File: src/rtl/mapper_pkg.sv
package mapper_pkg;

    typedef enum logic [1:0] {
        SCH_BIT1  = 2'd0,
        SCH_BIT2  = 2'd1,
        SCH_BIT4  = 2'd2,
        SCH_SPARE = 2'd3
    } scheme_e;

    // Spare code falls back to the one-bit scheme.
    function automatic scheme_e scheme_decode(input logic [1:0] raw);
        scheme_e s;
        case (raw)
            2'd1:    s = SCH_BIT2;
            2'd2:    s = SCH_BIT4;
            default: s = SCH_BIT1;
        endcase
        return s;
    endfunction

    // Symbol bits: [0] I sign, [1] I inner, [2] Q sign, [3] Q inner
    typedef struct packed {
        logic [3:0] bits;
        scheme_e    scheme;
        logic       fire;
    } sym_t;

endpackage

File: src/rtl/map_gather.sv
module map_gather
    import mapper_pkg::*;
(
    input  logic       clk,
    input  logic       rst_n,
    input  logic [1:0] scheme_i,
    input  logic       in_valid_i,
    input  logic [1:0] in_bits_i,
    input  logic       flush_i,
    output sym_t       sym_o
);

    typedef struct packed {
        logic       pend;
        logic [1:0] half;
        scheme_e    act;
    } gst_t;

    gst_t    st_d, st_q;
    sym_t    sym;
    scheme_e eff;

    always_comb begin
        st_d       = st_q;
        eff        = st_q.pend ? st_q.act : scheme_decode(scheme_i);
        sym.fire   = 1'b0;
        sym.bits   = 4'b0000;
        sym.scheme = eff;
        if (!st_q.pend) begin
            st_d.act = eff;
        end
        if (in_valid_i) begin
            case (eff)
                SCH_BIT2: begin
                    sym.fire = 1'b1;
                    sym.bits = {1'b0, in_bits_i[1], 1'b0, in_bits_i[0]};
                end
                SCH_BIT4: begin
                    if (!st_q.pend) begin
                        st_d.pend = 1'b1;
                        st_d.half = in_bits_i;
                    end else begin
                        sym.fire  = 1'b1;
                        sym.bits  = {in_bits_i, st_q.half};
                        st_d.pend = 1'b0;
                    end
                end
                default: begin
                    sym.fire = 1'b1;
                    sym.bits = {3'b000, in_bits_i[0]};
                end
            endcase
        end else if (flush_i && st_q.pend) begin
            sym.fire  = 1'b1;
            sym.bits  = {2'b00, st_q.half};
            st_d.pend = 1'b0;
        end
    end

    always_ff @(posedge clk) begin
        if (!rst_n) begin
            st_q <= '{pend: 1'b0, half: 2'b00, act: SCH_BIT1};
        end else begin
            st_q <= st_d;
        end
    end

    assign sym_o = sym;

    // the latched scheme does not move while half a pair waits
    p_scheme_frozen_r8: assert property (@(posedge clk) disable iff (!rst_n)
        (st_q.pend && !sym.fire) |=> (st_q.pend && $stable(st_q.act)));

    // a pending word only exists in the 16-point scheme
    p_pend_only_qam_r5: assert property (@(posedge clk) disable iff (!rst_n)
        st_q.pend |-> (st_q.act == SCH_BIT4));

endmodule

File: src/rtl/map_level.sv
module map_level #(
    parameter int W   = 8,
    parameter int AMP = 96
) (
    input  logic                sign_i,
    input  logic                inner_i,
    input  logic                four_i,
    input  logic                zero_i,
    output logic signed [W-1:0] lvl_o
);

    localparam logic signed [W-1:0] OUTER = W'(AMP);
    localparam logic signed [W-1:0] INNER = W'(AMP / 3);

    logic signed [W-1:0] mag;

    always_comb begin
        mag = (four_i && inner_i) ? INNER : OUTER;
        if (zero_i) begin
            lvl_o = '0;
        end else if (sign_i) begin
            lvl_o = -mag;
        end else begin
            lvl_o = mag;
        end
    end

endmodule

File: src/rtl/const_mapper.sv
module const_mapper
    import mapper_pkg::*;
#(
    parameter int W   = 8,
    parameter int AMP = 96
) (
    input  logic           clk,
    input  logic           rst_n,
    input  logic [1:0]     scheme,
    input  logic           in_valid,
    input  logic [1:0]     in_bits,
    input  logic           flush,
    output logic           out_valid,
    output logic [2*W-1:0] out_sample
);

    localparam int SW = 2 * W;
    localparam logic [W-1:0] L_OUT = W'(AMP);
    localparam logic [W-1:0] L_IN  = W'(AMP / 3);

    typedef struct packed {
        logic          vld;
        logic [SW-1:0] smp;
    } ost_t;

    sym_t         sym;
    ost_t         o_d, o_q;
    logic [W-1:0] lvl [2];

    map_gather u_gather (
        .clk        (clk),
        .rst_n      (rst_n),
        .scheme_i   (scheme),
        .in_valid_i (in_valid),
        .in_bits_i  (in_bits),
        .flush_i    (flush),
        .sym_o      (sym)
    );

    // axis 0 = I, axis 1 = Q
    for (genvar ax = 0; ax < 2; ax++) begin : g_axis
        logic signed [W-1:0] lv;
        map_level #(.W(W), .AMP(AMP)) u_level (
            .sign_i  (sym.bits[2*ax]),
            .inner_i (sym.bits[2*ax+1]),
            .four_i  (sym.scheme == SCH_BIT4),
            .zero_i  ((ax == 1) && (sym.scheme == SCH_BIT1)),
            .lvl_o   (lv)
        );
        assign lvl[ax] = lv;
    end

    always_comb begin
        o_d     = o_q;
        o_d.vld = sym.fire;
        if (sym.fire) begin
            o_d.smp = {lvl[0], lvl[1]};
        end
    end

    always_ff @(posedge clk) begin
        if (!rst_n) begin
            o_q <= '0;
        end else begin
            o_q <= o_d;
        end
    end

    assign out_valid  = o_q.vld;
    assign out_sample = o_q.smp;

    // every output pulse follows a captured word or flush
    p_cause_r6: assert property (@(posedge clk) disable iff (!rst_n)
        out_valid |-> $past(in_valid || flush));

    // with no new symbol the sample holds
    p_hold_r10: assert property (@(posedge clk) disable iff (!rst_n)
        !sym.fire |=> $stable(out_sample));

    // one-bit scheme leaves Q at zero
    p_bpsk_q_zero_r3: assert property (@(posedge clk) disable iff (!rst_n)
        (sym.fire && sym.scheme == SCH_BIT1) |=> (out_sample[W-1:0] == '0));

    // I always lands on one of the legal levels
    p_i_legal_r2: assert property (@(posedge clk) disable iff (!rst_n)
        out_valid |-> (out_sample[SW-1:W] == L_OUT || out_sample[SW-1:W] == -L_OUT ||
                       out_sample[SW-1:W] == L_IN  || out_sample[SW-1:W] == -L_IN));

endmodule

File: config.mk
export PLATFORM = sky130hd
export DESIGN_NAME = const_mapper
export DESIGN_NICKNAME = d
export VERILOG_FILES = /design/src/rtl/mapper_pkg.sv /design/src/rtl/map_gather.sv /design/src/rtl/map_level.sv /design/src/rtl/const_mapper.sv
export SDC_FILE = /design/constraint.sdc
export NUM_CORES = 1
export LEC_CHECK = 0
export ABC_AREA = 0
export BUFFER_PORTS_ARGS = -buffer_cell sky130_fd_sc_hd__buf_2
export CORE_MARGIN = 2
export CORE_UTILIZATION = 45
export DETAILED_ROUTE_END_ITERATION = 10
export PLACE_DENSITY = 0.71
export SKIP_LAST_GASP = 1
export SYNTH_ARGS = -nofsm -noshare
export SYNTH_HDL_FRONTEND = slang
export SYNTH_SLANG_ARGS = --single-unit
File: constraint.sdc
create_clock -name clk -period 2.6 [get_ports clk]
set_input_delay 0.26 -clock clk [delete_from_list [all_inputs] [get_ports clk]]
set_output_delay 0.26 -clock clk [all_outputs]
set_load 0.1 [all_outputs]
# Yosys cells after proc, flatten, opt, wreduce, memory -nomap -nowiden
# Cells that the tools add are included.
dict set report op_classes {
  n_eq_ne 5
  n_mux 20
  n_addsub 2
  reduce_logical 7
  bitwise 1
}
# cell n
set op_table {}
lappend op_table {{$mux W8} 3}
lappend op_table {{$neg A8 Y8} 2}
lappend op_table {{$mux W7} 2}
lappend op_table {{$mux W4} 2}
lappend op_table {{$pmux W4 S2} 1}
lappend op_table {{$mux W1} 7}
lappend op_table {{$mux W2} 3}
lappend op_table {{$eq A2 B1 Y1 const B} 2}
lappend op_table {{$eq A2 B2 Y1 const B} 2}
lappend op_table {{$pmux W2 S2} 1}
lappend op_table {{$logic_and A1 B1 Y1} 3}
lappend op_table {{$mux W3} 1}
lappend op_table {{$reduce_and A3 Y1} 1}
lappend op_table {{$logic_not A2 Y1} 1}
lappend op_table {{$ne A2 B1 Y1 const B} 1}
lappend op_table {{$reduce_and A2 Y1} 1}
lappend op_table {{$reduce_bool A2 Y1} 1}
lappend op_table {{$not A1 Y1} 1}
dict set report totals {
  in_bits 8
  out_inout_bits 17
  ff_bits 22
  word_cells 40
}

# Longest topological paths before layout
# Gate-level depths: netlist of run 1.
dict set report logic_depth {
  depth_word 11
  depth_mapped 10
}

# Hierarchy
# Synthesis of run 1 repeated with hierarchy kept, for this count alone.
dict set report hier_totals {
  hier_cells 124
  hier_area_um2 1209.9
}
# mod area_each_um2 instances cells_each
set by_module_without_submodules {}
lappend by_module_without_submodules {const_mapper 656.9 1 56}
lappend by_module_without_submodules {map_gather 412.9 1 48}
lappend by_module_without_submodules {map_level 70.1 2 10}

# Least setup slack after synthesis of run 1
# Ideal clock, no wire load.
dict set report synth_path {
  path_kind {register to register}
  from {register u_gather.st_q[4] in the netlist's numbering}
  to {register o_q, in the netlist out_sample[14]}
  path_buffers 1
  t_arrival_ps 1701
  slack_ps 770
  path_stages_with_launch 10
  path_cell_list {dfxtp_1 -> buf_6 -> nor2_1 -> a22oi_1 -> inv_1 -> ha_1 -> nand2b_1 -> a21oi_1 -> xor2_1 -> a21oi_1}
}
# item line
set synth_lines {}
lappend synth_lines {{start: declaration} map_gather.sv:19} ;# gst_t st_d, st_q;
lappend synth_lines {{start signal: assignment} map_gather.sv:62} ;# st_q <= '{pend: 1'b0, half: 2'b00, act: SCH_BIT1};
lappend synth_lines {{start signal: assignment} map_gather.sv:64} ;# st_q <= st_d;
lappend synth_lines {{end signal: assignment} const_mapper.sv:63} ;# o_q <= '0;
lappend synth_lines {{end signal: assignment} const_mapper.sv:65} ;# o_q <= o_d;
lappend synth_lines {{end: declaration} const_mapper.sv:27} ;# ost_t o_d, o_q;

# Worst setup path after layout of run 1
dict set report layout_path {
  from {register u_gather.st_q[4] in the netlist's numbering}
  to {register o_q, in the netlist out_sample[6]}
}
dict set report layout_via {
  elab_chain_cells 9
}
# item line
set layout_rtl {}
lappend layout_rtl {{$mux W2} map_gather.sv:25} ;# eff = st_q.pend ? st_q.act : scheme_decode(scheme_i);
lappend layout_rtl {{$eq A2 B2 Y1 / $eq A2 B1 Y1 (equally long branches)} {map_gather.sv:33, const_mapper.sv:46}}
lappend layout_rtl {{$pmux W4 S2} map_gather.sv:33} ;# case (eff)
lappend layout_rtl {{$mux W4} map_gather.sv:32} ;# if (in_valid_i) begin
lappend layout_rtl {{$logic_and A1 B1 Y1} map_level.sv:18} ;# mag = (four_i && inner_i) ? INNER : OUTER;
lappend layout_rtl {{$mux W7} map_level.sv:18}
lappend layout_rtl {{$neg A8 Y8} map_level.sv:22} ;# lvl_o = -mag;
lappend layout_rtl {{$mux W8} map_level.sv:21} ;# end else if (sign_i) begin
lappend layout_rtl {{$mux W8} map_level.sv:19} ;# if (zero_i) begin
# Several ways; a longest one is shown, not always the timed one.
# A chain may end at the register's enable or synchronous reset.

==> metrics.yaml, run 1 <==
grt_pass1_wl_mm: 2.21
synthesis_to_layout_area_growth_pct: 5.20
synth_top_area_cell: "sky130_fd_sc_hd__dfxtp_1"
yosys.cell_types.count: 35
core.rowCount: 14
yosys.area_share.simple_pct: 17.5
grt.overflow.total: 0
power-per-cell-area_nw_per_um2: 657
post_cts_buffers: 0
grt_pass1_vias: 563
vdd_drop_max_mv: 0.296
post-route-min-period_ns: 2.14
detail_route.wirelength_mm: 1.27
intPower_uw: 278
skew_ns: 0.00411
synth.ff_latch_count: 12
run_status: "finished clean"
yosys_warnings: 0
final_area_um2: 759
synthXorXnorAreaFrac_pct: 1.21
combinationalPowerShare_pct: 36.6
main_combinational_cell_family_by_area_after_synthesis: "simple AND/OR/NAND/NOR gates"
crit_arrival_ns: 2.29
final_hold_viol_count: 0
track_usage_pct: 15.4
drt-initial-drc-count: 10
drtAntennaViolNets: 0
syn_inst: 78
worst_setup_path_end_kind: "flip-flop"
avgViaCountPerCell: 5.37
slew_viol_final: 0
critPathRequiredTime_ns: 2.75
synth.yosys.seq_area_share_pct: 33.3
tritoncts: "yes"
cts-htree-levels: 1
final_layout_size_suffix_gt1_share_pct: 22.2
path_max_fanout: 13
fp.dieArea_um2: 1940
post_synth_fa_ha_maj_area_fraction_pct: 5.20
layout_worst_path_cycle_share_pct: 82.3
synth_area_per_cell_um2: 9.26
static-leakage-power_nw: 0.371
hp-class: "input port to flip-flop"
synth.mux.area_fraction_pct: 8.32
layout.nets: 103
number_of_port_buffers: 14
drt-pass1-iter-count: 4
compound_gate_portion_of_the_synthesized_area_pct: 17.0
clock_share_of_power_pct: 23.2
grt_setup_unrepaired: "no"
swShare_pct: 44.2
cts.sinks: 12
gp_congestion: 0.758
initial_antenna_violation_count: 0
grt_start_max_net_pins: 14
fmax_ghz: 0.467
numCtsBuffers: 3
synthesis.area_um2: 722
insertion_delay_ns: 0.27
finish.utilization_pct: 50.4
setup_violations: 0
path_class: "flip-flop to flip-flop"
drv.max_cap_violation_count: 0
ctsRootBufferMaster: "sky130_fd_sc_hd__clkbuf_4"
drcViolationCount: 0
final_sum_of_negative_setup_slack_ns: 0
standard_cell_core_area_um2: 1510
cts.reportedPaths.clkPinSlew_ns: 0.08
placed_cell_area_um2: 737
post_drt_wl_per_cell_um: 11.9
antennaDiodeCount: 0
synth_area_leaders: "sky130_fd_sc_hd__dfxtp_1 33%, sky130_fd_sc_hd__buf_4 11%, sky130_fd_sc_hd__mux2i_1 8.3%"
switching_power_uw: 220
floorplan.initialDensity_pct: 47.9
p_seq_share_pct: 40.2
ctsResizeCount: 0
number_of_ports_placed_on_the_die_boundary: 25
synth_top_area_share_pct: 33.3
cp-start-kind: "flip-flop"
dp_hpwl_um: 920
vias: 569
cts_hold_buf: 0
die_width_um: 44.1
die_extent_in_y_um: 44.1
clock_buffer_depth: 2
-- critical path, stage by stage (launching register included) --
cell,delay [ns]
sky130_fd_sc_hd__dfxtp_1,0.56
sky130_fd_sc_hd__nor3b_1,0.10
sky130_fd_sc_hd__a21oi_1,0.29
sky130_fd_sc_hd__ha_1,0.43
sky130_fd_sc_hd__nand2_1,0.13
sky130_fd_sc_hd__mux2i_1,0.14
sky130_fd_sc_hd__a211oi_1,0.24
sky130_fd_sc_hd__o22ai_1,0.12
-- layout by cell type, fill, tap and decap left out, types with 2 or more instances in the layout --
cell | Yosys | routed
sky130_fd_sc_hd__buf_2 | 0 | 14
sky130_fd_sc_hd__dfxtp_1 | 12 | 12
sky130_fd_sc_hd__conb_1 | 1 | 10
sky130_fd_sc_hd__mux2i_1 | 6 | 6
sky130_fd_sc_hd__nor2b_1 | 6 | 6
sky130_fd_sc_hd__nand2_1 | 4 | 4
sky130_fd_sc_hd__a21oi_1 | 3 | 3
sky130_fd_sc_hd__ha_1 | 3 | 3
sky130_fd_sc_hd__clkbuf_4 | 0 | 3
sky130_fd_sc_hd__nor2_1 | 2 | 2
sky130_fd_sc_hd__inv_1 | 2 | 2
sky130_fd_sc_hd__nand3b_1 | 2 | 2
sky130_fd_sc_hd__nand2b_1 | 2 | 2
-- per-layer routing --
layer | track usage [%] | vias to the layer above | share of wire (%)
met4 | 7.27 | 0 | 1.5
met2 | 28.5 | 21 | 51
met1 | 16.2 | 267 | 43
met3 | 3.67 | 4 | 4.7
li1 | - | 277 | -
met5 | 0 | - | 0
-- power groups by stage --
| stage | sequential, mW | combinational [mW] | clock, mW |
|---|---|---|---|
| final | 0.200 | 0.183 | 0.116 |
| after global routing | 0.202 | 0.192 | 0.124 |
| after CTS | 0.200 | 0.183 | 0.117 |
| after detailed placement | 0.204 | 0.182 | 0 |
| after global placement | 0.204 | 0.181 | 0 |
| after floorplan | 0.257 | 0.122 | 0 |
-- cell families after synthesis --
| logic type | after synthesis |
|---|---|
| compound gates | 16 |
| xor+xnor | 1 |
| fa+ha+maj | 3 |
| buf+inv | 17 |
| flops | 12 |
| mux | 6 |
| other cells | 1 |
| simple gates | 22 |
-- worst paths after layout --
check                                start                       endpoint  slack (ns)  cells after the start
max          u_gather.st_q[4]$_SDFFE_PN0P_     out_sample[6]$_SDFFE_PN0P_        0.46                      7
min                             in_bits[1]  u_gather.st_q[3]$_SDFFE_PN0P_        0.31                      3
max reg2reg  u_gather.st_q[4]$_SDFFE_PN0P_     out_sample[6]$_SDFFE_PN0P_        0.46                      7
min reg2reg     out_sample[6]$_SDFFE_PN0P_     out_sample[6]$_SDFFE_PN0P_        0.47                      2
-- through the flow --
stage	std cells	power, mW	hold slack, ns	setup WS, ns
final	106	0.499	0.306	0.459
after CTS	106	0.501	0.307	0.445
after global routing	106	0.518	0.319	0.255
after global placement	103	0.385	0.445	0.558
after floorplan	87	0.378	0.414	0.770
after detailed placement	103	0.386	0.455	0.478
-- state kept, by name, summed over array words and instances (netlist names) --
signal and cells:
out_sample 6, out_valid 1, u_gather.st_q 5
-- cell type report --
type | count | area (um2)
Multi-Input combinational cell | 58 | 393
Tap cell | 16 | 20.0
Inverter | 3 | 13.8
Timing Repair Buffer | 14 | 70.1
Fill cell | 144 | 747
Clock buffer | 3 | 22.5
Sequential cell | 12 | 240
-- cells in the mapped netlist --
library cell,instances
sky130_fd_sc_hd__conb_1,1
sky130_fd_sc_hd__clkbuf_1,1
sky130_fd_sc_hd__buf_4,11
sky130_fd_sc_hd__nand3_1,1
sky130_fd_sc_hd__o211ai_1,1
sky130_fd_sc_hd__a32oi_1,1
sky130_fd_sc_hd__o211ai_2,1
sky130_fd_sc_hd__inv_4,1
sky130_fd_sc_hd__ha_1,3
sky130_fd_sc_hd__a21boi_0,1
sky130_fd_sc_hd__xor2_1,1
sky130_fd_sc_hd__dfxtp_1,12
sky130_fd_sc_hd__nand4b_1,1
sky130_fd_sc_hd__o21ai_1,1
sky130_fd_sc_hd__mux2i_1,6
sky130_fd_sc_hd__a31oi_1,1
sky130_fd_sc_hd__nor3b_1,1
sky130_fd_sc_hd__o21ai_0,1
sky130_fd_sc_hd__a22oi_1,1
sky130_fd_sc_hd__nor2b_1,6
sky130_fd_sc_hd__nor2_1,2
sky130_fd_sc_hd__nand3b_1,2
sky130_fd_sc_hd__o211a_1,1
sky130_fd_sc_hd__o22ai_1,1
sky130_fd_sc_hd__and2_1,1
sky130_fd_sc_hd__inv_1,2
sky130_fd_sc_hd__nor3_1,1
sky130_fd_sc_hd__o21ai_4,1
sky130_fd_sc_hd__a211oi_1,1
sky130_fd_sc_hd__nand2_1,4
sky130_fd_sc_hd__o21a_1,1
sky130_fd_sc_hd__nand2b_1,2
sky130_fd_sc_hd__nand4_1,1
sky130_fd_sc_hd__buf_6,2
sky130_fd_sc_hd__a21oi_1,3
No activity file was read; power rests on OpenSTA's default activity.
==> inputs of run 2 (changes only) <==
--- a/config.mk
+++ b/config.mk
@@ -5,12 +5,12 @@
 export SDC_FILE = /design/constraint.sdc
 export NUM_CORES = 1
 export LEC_CHECK = 0
-export ABC_AREA = 0
+export ABC_AREA = 1
 export BUFFER_PORTS_ARGS = -buffer_cell sky130_fd_sc_hd__buf_2
 export CORE_MARGIN = 2
 export CORE_UTILIZATION = 45
 export DETAILED_ROUTE_END_ITERATION = 10
-export PLACE_DENSITY = 0.71
+export PLACE_DENSITY = 0.7
 export SKIP_LAST_GASP = 1
 export SYNTH_ARGS = -nofsm -noshare
 export SYNTH_HDL_FRONTEND = slang
==> constraint.sdc (replaced) <==
create_clock -name clk -period 2.2 [get_ports clk]
set_input_delay 0.22 -clock clk [delete_from_list [all_inputs] [get_ports clk]]
set_output_delay 0.22 -clock clk [all_outputs]
set_load 0.1 [all_outputs]
==> metrics.yaml, run 2 <==
gp_congestion: 0.791
final_hold_viol_count: 0
grt_pass1_wl_mm: 2.26
number_of_port_buffers: 14
p_seq_share_pct: 35.8
cts.reportedPaths.clkPinSlew_ns: 0.08
die_extent_in_y_um: 45.1
cts-htree-levels: 1
core.rowCount: 14
hold-path-endpoint: "u_gather.st_q[2]$_SDFFE_PN0P_"
min_path_cells: 3
initial_antenna_violation_count: 0
layout.cells.non_filler: 139
yosys.cell_types.count: 25
setup_violations: 0
detail_route.wirelength_mm: 1.33
cts_hold_buf: 0
final_layout_size_suffix_gt1_share_pct: 23.6
slew_viol_final: 0
worst_setup_path_end_kind: "flip-flop"
ctsResizeCount: 0
grt_setup_unrepaired: "no"
critical_path.reg2reg.startpoint: "u_gather.st_q[4]$_SDFFE_PN0P_"
switching_power_uw: 301
vdd_drop_max_mv: 0.459
fp.dieArea_um2: 2030
drcViolationCount: 0
post-route-min-period_ns: 1.92
power-per-cell-area_nw_per_um2: 819
antennaDiodeCount: 0
grt_start_max_net_pins: 11
syn_inst: 107
ctsRootBufferMaster: "sky130_fd_sc_hd__clkbuf_4"
r2r_slack_ns: 0.28
layout_commonest_cell: "sky130_fd_sc_hd__nand2_1"
clock_share_of_power_pct: 26.1
drv.max_cap_violation_count: 0
clock_buffer_depth: 2
track_usage_pct: 15.2
vias: 664
ys_async_sr_fraction_pct: 0
slowest_delay_ns: 0.50
cts.sinks: 12
static-leakage-power_nw: 0.435
crit_slowest_cell: "sky130_fd_sc_hd__dfxtp_1"
grt.overflow.total: 0
layout_worst_path_cycle_share_pct: 87.3
crit_arrival_ns: 2.10
layout_common_cells: "17 x sky130_fd_sc_hd__nand2_1, 14 x sky130_fd_sc_hd__nor2_1, 14 x sky130_fd_sc_hd__buf_2, 12 x sky130_fd_sc_hd__dfxtp_1"
synth_commonest_cells: "17 x sky130_fd_sc_hd__nand2_1, 14 x sky130_fd_sc_hd__nor2_1, 12 x sky130_fd_sc_hd__dfxtp_1, 11 x sky130_fd_sc_hd__inv_1, 11 x sky130_fd_sc_hd__nand3_1"
drt-initial-drc-count: 16
combinationalPowerShare_pct: 38.0
fill_cells: 166
largest_register_ffs: 6
synthesis.area_um2: 758
path_max_fanout: 8
post_cts_buffers: 0
insertion_delay_ns: 0.27
drtAntennaViolNets: 0
synth.yosys.seq_area_share_pct: 31.7
dp_hpwl_mm: 1.05
tritoncts: "yes"
critPathRequiredTime_ns: 2.38
yosys_warnings: 0
worstSetupStartpoint: "u_gather.st_q[4]$_SDFFE_PN0P_"
r2r_end: "out_sample[14]$_SDFFE_PN0P_"
skew_ns: 0.00388
layout.nets: 135
yosys_most_used_dff: "sky130_fd_sc_hd__dfxtp_1"
worst_r2r_path_depth: 10
drt-pass1-iter-count: 4
post-synth-top-count-cell: "sky130_fd_sc_hd__nand2_1"
avgViaCountPerCell: 4.78
number_of_ports_placed_on_the_die_boundary: 25
grt_pass1_vias: 551
synth.ff_latch_count: 12
standard_cell_core_area_um2: 1540
synth_top_area_share_pct: 31.7
synth_enable_flop_cells: 0
synthesis_to_layout_area_growth_pct: 9.24
synth_area_leaders: "sky130_fd_sc_hd__dfxtp_1 32%, sky130_fd_sc_hd__buf_4 9.9%, sky130_fd_sc_hd__nand2_1 8.4%"
placed_cells_incl_taps: 135
cp.buffers_inverters: 3
synth_area_per_cell_um2: 7.09
numCtsBuffers: 3
run_status: "finished clean"
floorplan.initialDensity_pct: 49.2
intPower_uw: 378
path_delay_family: "flip-flops"
final_sum_of_negative_setup_slack_ns: 0
synth_top_area_cell: "sky130_fd_sc_hd__dfxtp_1"
crit_chain: "inv_4, o21ai_1, inv_1, ha_1, o21ai_1, nand3_1, nand2_1, nand3_1, nand2_1, inv_1"
hold_path.startpoint: "rst_n"
path_class: "flip-flop to flip-flop"
swShare_pct: 44.3
post_drt_wl_per_cell_um: 9.55
hp-class: "input port to flip-flop"
die_width_um: 45.1
fmax_ghz: 0.521
cp-start-kind: "flip-flop"
-- run 2: cell types whose count changed in the layout (fill, tap and decap cells not counted), sizes merged, moves of 2 or more --
cell and change:
nand2 +15, a21oi +2, nand3b -2, nand2b -2
inv +12, nand3 +11, o21ai +3, o211ai -2
nor2b -6, mux2i -6, nor2 +14
-- run 2: through the flow --
stage	instance area, um2	hold slack (ns)	util [%]	total power, mW	worst slack [ns]
3_5_place_dp	792	0.459	51.4	0.507	0.254
6_report	828	0.201	53.7	0.678	0.279
3_3_place_gp	792	0.447	51.4	0.506	0.371
5_1_grt	828	0.201	53.7	0.719	0.128
2_1_floorplan	792	0.356	-	0.490	0.421
4_1_cts	828	0.200	53.7	0.685	0.247
-- run 2: area by class of cell --
type | instances | area [um2] | area share (%)
sequential | 12 | 240 | 29.0
inverter | 16 | 65.1 | 7.85
multi-input combinational | 76 | 389 | 47.0
tap | 16 | 20.0 | 2.42
clock buffer | 4 | 36.3 | 4.38
timing repair buffer | 15 | 77.6 | 9.37
-- run 2: cells by family (layout without fill, tap and decap cells) --
kind of cell | Yosys count | in the layout | synth area share (%)
AOI/OAI and AO/OA | 13 | 13 | 9.57
adders and majority gates | 3 | 3 | 4.95
buffers and inverters | 28 | 35 | 21.5
DFF | 12 | 12 | 31.7
other | 1 | 10 | 0.495
and+or+nand+nor | 50 | 50 | 31.8
-- run 2: worst max path at each step --
| stage | to | slack [ns] | depth (start not counted) |
|---|---|---|---|
| 4_1_cts | out_sample[14]$_SDFFE_PN0P_ | 0.25 | 10 |
| 5_1_grt | out_sample[14]$_SDFFE_PN0P_ | 0.13 | 10 |
| 3_3_place_gp | out_sample[14]$_SDFFE_PN0P_ | 0.37 | 10 |
| 3_5_place_dp | out_sample[14]$_SDFFE_PN0P_ | 0.25 | 10 |
| 2_1_floorplan | out_sample[14]$_SDFFE_PN0P_ | 0.42 | 11 |
| 6_report | out_sample[14]$_SDFFE_PN0P_ | 0.28 | 10 |
-- run 2: worst min-delay path: stages --
cell and delay (ns):
sky130_fd_sc_hd__buf_2 0.12, sky130_fd_sc_hd__o21ai_0 0.06, sky130_fd_sc_hd__nor2_1 0.04
-- run 2: per-layer routing --
| metal | up-vias | GRT usage, % | share of wire (%) |
|---|---|---|---|
| li1 | 349 | - | - |
| met1 | 289 | 20.4 | 48 |
| met2 | 26 | 23.7 | 43 |
| met3 | 0 | 6.00 | 9.0 |
| met4 | 0 | 1.76 | 0 |
| met5 | - | 0 | 0 |
-- run 2: power groups by stage --
stage | Combinational [mW] | Clock, mW | Sequential, mW
final | 0.258 | 0.177 | 0.243
after detailed placement | 0.259 | 0 | 0.248
after global placement | 0.258 | 0 | 0.248
after CTS | 0.259 | 0.183 | 0.243
after floorplan | 0.170 | 0 | 0.320
after global routing | 0.274 | 0.200 | 0.246
